[config.mk]
export PLATFORM = sky130hd
export DESIGN_NAME = csk_adder
export DESIGN_NICKNAME = d
export VERILOG_FILES = /design/src/rtl/csk_pkg.sv /design/src/rtl/csk_ripple.sv /design/src/rtl/csk_incr.sv /design/src/rtl/csk_skip_gate.sv /design/src/rtl/csk_block.sv /design/src/rtl/csk_adder.sv
export SDC_FILE = /design/constraint.sdc
export NUM_CORES = 1
export LEC_CHECK = 0
export ABC_AREA = 1
export ABC_CLOCK_PERIOD_IN_PS = 3200
export BUFFER_PORTS_ARGS = -buffer_cell sky130_fd_sc_hd__buf_2
export CORE_AREA = 2 2 70 72
export CTS_CLUSTER_SIZE = 40
export DETAILED_ROUTE_END_ITERATION = 10
export DIE_AREA = 0 0 72 74
export PLACE_DENSITY_LB_ADDON = 0.05
export SLEW_MARGIN = 20
export SYNTH_ARGS = -nofsm -noshare
export SYNTH_HDL_FRONTEND = slang
export SYNTH_HIERARCHICAL = 1
export SYNTH_SLANG_ARGS = --single-unit
[constraint.sdc]
create_clock -name clk -period 3.2 [get_ports clk]
set_input_delay 0.64 -clock clk [delete_from_list [all_inputs] [get_ports clk]]
set_output_delay 0.64 -clock clk [all_outputs]
set_load 0.01 [all_outputs]
[src/rtl/csk_pkg.sv]
package csk_pkg;

    // Polarity of inter-block carry line j (line 0 is the carry-in).
    // Each skip gate inverts, so odd-numbered lines hold the complement.
    function automatic logic line_inv(input int unsigned j);
        return logic'((j % 2) == 1);
    endfunction

    // Skip gate flavour chosen by the polarity of the carry it receives.
    typedef enum logic {
        SKIP_AOI = 1'b0,
        SKIP_OAI = 1'b1
    } skip_kind_e;

    function automatic skip_kind_e kind_for_line(input int unsigned j);
        return line_inv(j) ? SKIP_OAI : SKIP_AOI;
    endfunction

endpackage

[src/rtl/csk_ripple.sv]
module csk_ripple #(
    parameter int W = 4
) (
    input  logic [W-1:0] x,
    input  logic [W-1:0] y,
    output logic [W-1:0] s,
    output logic         co
);
    logic [W:0] c;

    assign c[0] = 1'b0;

    for (genvar i = 0; i < W; i++) begin : g_fa
        assign s[i]   = x[i] ^ y[i] ^ c[i];
        assign c[i+1] = (x[i] & y[i]) | (c[i] & (x[i] ^ y[i]));
    end

    assign co = c[W];
endmodule

[src/rtl/csk_incr.sv]
module csk_incr #(
    parameter int W = 4
) (
    input  logic [W-1:0] base,
    input  logic         inc,
    output logic [W-1:0] res
);
    logic [W-1:0] t;

    assign t[0] = inc;

    for (genvar i = 0; i < W; i++) begin : g_ha
        assign res[i] = base[i] ^ t[i];
        if (i < W - 1) begin : g_next
            assign t[i+1] = base[i] & t[i];
        end
    end
endmodule

[src/rtl/csk_skip_gate.sv]
module csk_skip_gate #(
    parameter csk_pkg::skip_kind_e KIND = csk_pkg::SKIP_AOI
) (
    input  logic prop_all,
    input  logic gen_local,
    input  logic c_line_in,
    output logic c_line_out
);
    if (KIND == csk_pkg::SKIP_AOI) begin : g_aoi
        // true carry in, complemented carry out
        assign c_line_out = ~((prop_all & c_line_in) | gen_local);
    end else begin : g_oai
        // complemented carry in, true carry out
        assign c_line_out = ~((~prop_all | c_line_in) & ~gen_local);
    end
endmodule

[src/rtl/csk_block.sv]
module csk_block #(
    parameter int          BLK  = 4,
    parameter int unsigned LINE = 0
) (
    input  logic [BLK-1:0] a,
    input  logic [BLK-1:0] b,
    input  logic           c_line_in,
    output logic [BLK-1:0] sum,
    output logic           c_line_out,
    output logic           prop_all
);
    localparam logic IN_INV = csk_pkg::line_inv(LINE);
    localparam csk_pkg::skip_kind_e KIND = csk_pkg::kind_for_line(LINE);

    logic [BLK-1:0] sum0;
    logic           gen0;
    logic           c_true;

    assign prop_all = &(a ^ b);
    assign c_true   = IN_INV ? ~c_line_in : c_line_in;

    csk_ripple #(.W(BLK)) u_rip (
        .x (a),
        .y (b),
        .s (sum0),
        .co(gen0)
    );

    csk_incr #(.W(BLK)) u_inc (
        .base(sum0),
        .inc (c_true),
        .res (sum)
    );

    csk_skip_gate #(.KIND(KIND)) u_skip (
        .prop_all  (prop_all),
        .gen_local (gen0),
        .c_line_in (c_line_in),
        .c_line_out(c_line_out)
    );
endmodule

[src/rtl/csk_adder.sv]
module csk_adder #(
    parameter int WIDTH = 16,
    parameter int BLK   = 4
) (
    input  logic             clk,
    input  logic             rst,
    input  logic [WIDTH-1:0] a,
    input  logic [WIDTH-1:0] b,
    input  logic             cin,
    output logic [WIDTH-1:0] sum,
    output logic             cout
);
    localparam int NBLK = WIDTH / BLK;
    localparam logic OUT_INV = csk_pkg::line_inv(NBLK);

    logic [NBLK:0]    carry_line;
    logic [NBLK-1:0]  blk_prop;
    logic [WIDTH-1:0] sum_c;
    logic             cout_c;

    assign carry_line[0] = cin;

    for (genvar k = 0; k < NBLK; k++) begin : g_blk
        csk_block #(
            .BLK (BLK),
            .LINE(k)
        ) u_blk (
            .a         (a[k*BLK +: BLK]),
            .b         (b[k*BLK +: BLK]),
            .c_line_in (carry_line[k]),
            .sum       (sum_c[k*BLK +: BLK]),
            .c_line_out(carry_line[k+1]),
            .prop_all  (blk_prop[k])
        );
    end

    assign cout_c = OUT_INV ? ~carry_line[NBLK] : carry_line[NBLK];

    always_ff @(posedge clk) begin
        if (rst) begin
            sum  <= '0;
            cout <= 1'b0;
        end else begin
            sum  <= sum_c;
            cout <= cout_c;
        end
    end
endmodule

==> results by group <==
Detailed routing
  • Drt total wl: ~2600 um
  • Vias: roughly 1300
  • Iter 0 DRT Violations: 16
  • Final ANT Viol Nets: 0
  • Vias per cell: approximately 3.8
  • # DRC: 0
  • WL/cell: around 7.6 um
  • TritonRoute pass-1 iters: 4

Placement
  • DP HPWL: 2370 um
  • Port bufs: 51
  • RePlAce Congestion: approximately 0.76

Global route
  • GRT Residual Overflow: 0
  • Vias in the first global route: around 1100
  • Initial antenna violation count: 0
  • Largest net degree at the start of global routing: 18
  • First-pass GRT wire length: about 4200 um
  • All-Layer GR Usage: 0.102

Setup path
  • Worst Path Max Fanout: 3
  • CP dominant cell by count: inv_1
  • Setup CP Type: input port to flip-flop
  • Crit path DAT: between 3 and 4 ns
  • Crit path max-delay family: adder cells
  • CP Data Required Time: between 3 and 4 ns
  • Critical path launch point type: input port
  • Critical Path End Type: flip-flop
  • Crit path largest cell delay: 0.34 ns
  • CP bufs+invs: 9
  • Critical path depth: 23
  • Crit path cell chain: buf_2 > ha_1 > inv_1 > fa_1 > inv_1 > fa_1 > inv_1 > fa_1 > inv_1 > a21oi_2 > inv_1 > nand2_1 > nand2_1 > a21oi_2 > inv_1 > ha_1 > ha_1 > ha_1 > inv_1 > nand2_1 > nand2_1 > inv_1 > nor2_1
  • Slowest CP cell: fa_1

Logic synthesis
  • Post-synth top area cell: inv_1
  • Syn nets: 300
  • Sequential element share of the synthesized area: 0.221
  • Avg Synthesized Cell Area: approximately 6.5 sq um
  • Area fraction of the dominant cell type after synthesis: 0.232
  • Post-Syn Instances: approximately 240
  • Synth cell types: 10
  • Mapped cell area: around 1500 sq um
  • Yosys reg bits: 17
  • Top area cells in the synthesized netlist: inv_1, dfxtp_1, fa_1
  • Ys Warns: 6

Clock network
  • Clk pin slew, worst setup/hold paths: 0.06 ns
  • # hold bufs at CTS: 0
  • # clock sinks: 17
  • Cts bufs inserted: 3
  • Post-CTS Setup Bufs: 0
  • CTS Buffer Depth: 2
  • TritonCTS clock tree: built
  • Root Buffer: clkbuf_8
  • H-Tree Depth: 1
  • CTS resizes: 0

Timing
  • Worst Max-Slew Pin Slew: ~0.32 ns
  • Min Tclk post-route: 2.90 ns
  • Slew HR: 0.790
  • Post-route setup TNS: 0 ns
  • Maximum clock rate: 344 MHz
  • Fin crit share: 0.907
  • Hold Fails Final Rpt: 0
  • Max Transition Viols Final: 0
  • RSZ-0062 raised after global routing: no
  • Setup Viol. Count Final: 0

Final layout
  • Area Growth Syn to Fin: 22.2%
  • Layout cells sized above 1: 0.207
  • Nets: between 300 and 400
  • # diodes: 0

Floorplanning
  • Die area: roughly 5300 sq um
  • Initial core utilization: 0.335
  • Die width: around 72 um
  • Die Height: around 74 um
  • Placement Rows: 25
  • Core area: roughly 4600 sq um
  • Ports: 52

Power
  • Pwr Density: ~350 nW/um^2
  • Peak supply drop: about 0.00011 V
  • Lkg Pwr: around 1.3 nW
  • Total Power: about 0.00065 W

Status
  • Status: finished, final reports clean

Hold path
  • Hold WC Path Type: input port to flip-flop
  • Worst hold path depth: 4

Flow run
  • Max cap viols: 0
per-stage QoR:
step	hold slack (ns)	utilization	cells	setup WS (ns)	area (sq um)
finish	0.752	0.409	344	0.297	1880
global route	0.773	0.409	344	0.0987	1880
CTS	0.749	0.409	344	0.285	1880
detailed placement	1.01	0.399	340	0.0305	1840
global placement	1.01	0.399	340	0.0734	1840
floorplan	0.829	-	237	0.316	1540
final cells by class:
| type | count | area (sq um) |
|---|---|---|
| fill | 521 | 2720 |
| multi-input combinational | 123 | 817 |
| inverter | 95 | 357 |
| sequential | 17 | 340 |
| timing repair buffer | 51 | 255 |
| tap | 54 | 67.6 |
| clock buffer | 4 | 45.0 |
registers in the layout, indices dropped and copies added (netlist names):
signal  flops
sum        16
cout        1
synthesized netlist by cell type (all sizes together):
cell type	count
dfxtp	17
buf	2
ha	16
fa	12
inv	95
nand2	56
nor2	37
a21oi	2
final timing paths:
path / from / to / slack, ns
max: b[0] / sum[15] / 0.30
min: cin / sum[0] / 0.75
cells in the final DEF (no fill, tap or decap):
master / count
buf_2: 51
nor2_2: 4
dfxtp_1: 17
clkbuf_8: 3
fa_1: 12
clkbuf_1: 1
inv_1: 95
a21oi_2: 2
nor2_1: 33
nand2_1: 56
ha_1: 16
cells by family after synthesis:
| logic type | Yosys count | share of synthesized area |
|---|---|---|
| simple gates | 93 | 0.233 |
| compound gates | 2 | 0.0114 |
| flops | 17 | 0.221 |
| buf+inv | 97 | 0.249 |
| fa+ha+maj | 28 | 0.286 |
layer usage:
metal	up-vias	GRT usage	wire length (um)
met5	-	0	0
met4	0	0.0252	14
met3	2	0.0339	152
met2	27	0.174	1210
met1	528	0.126	1260
li1	740	-	-
power by group:
| part | switching (W) | total [W] | leakage (nW) | internal, W |
|---|---|---|---|---|
| Sequential | 0.00000729 | 0.000250 | 0.142 | 0.000243 |
| Combinational | 0.000139 | 0.000244 | 1.15 | 0.000104 |
| Clock | 0.0000699 | 0.000158 | 0.0228 | 0.0000882 |
| Total | 0.000217 | 0.000652 | 1.32 | 0.000435 |
No activity file was read; power rests on OpenSTA's default activity.
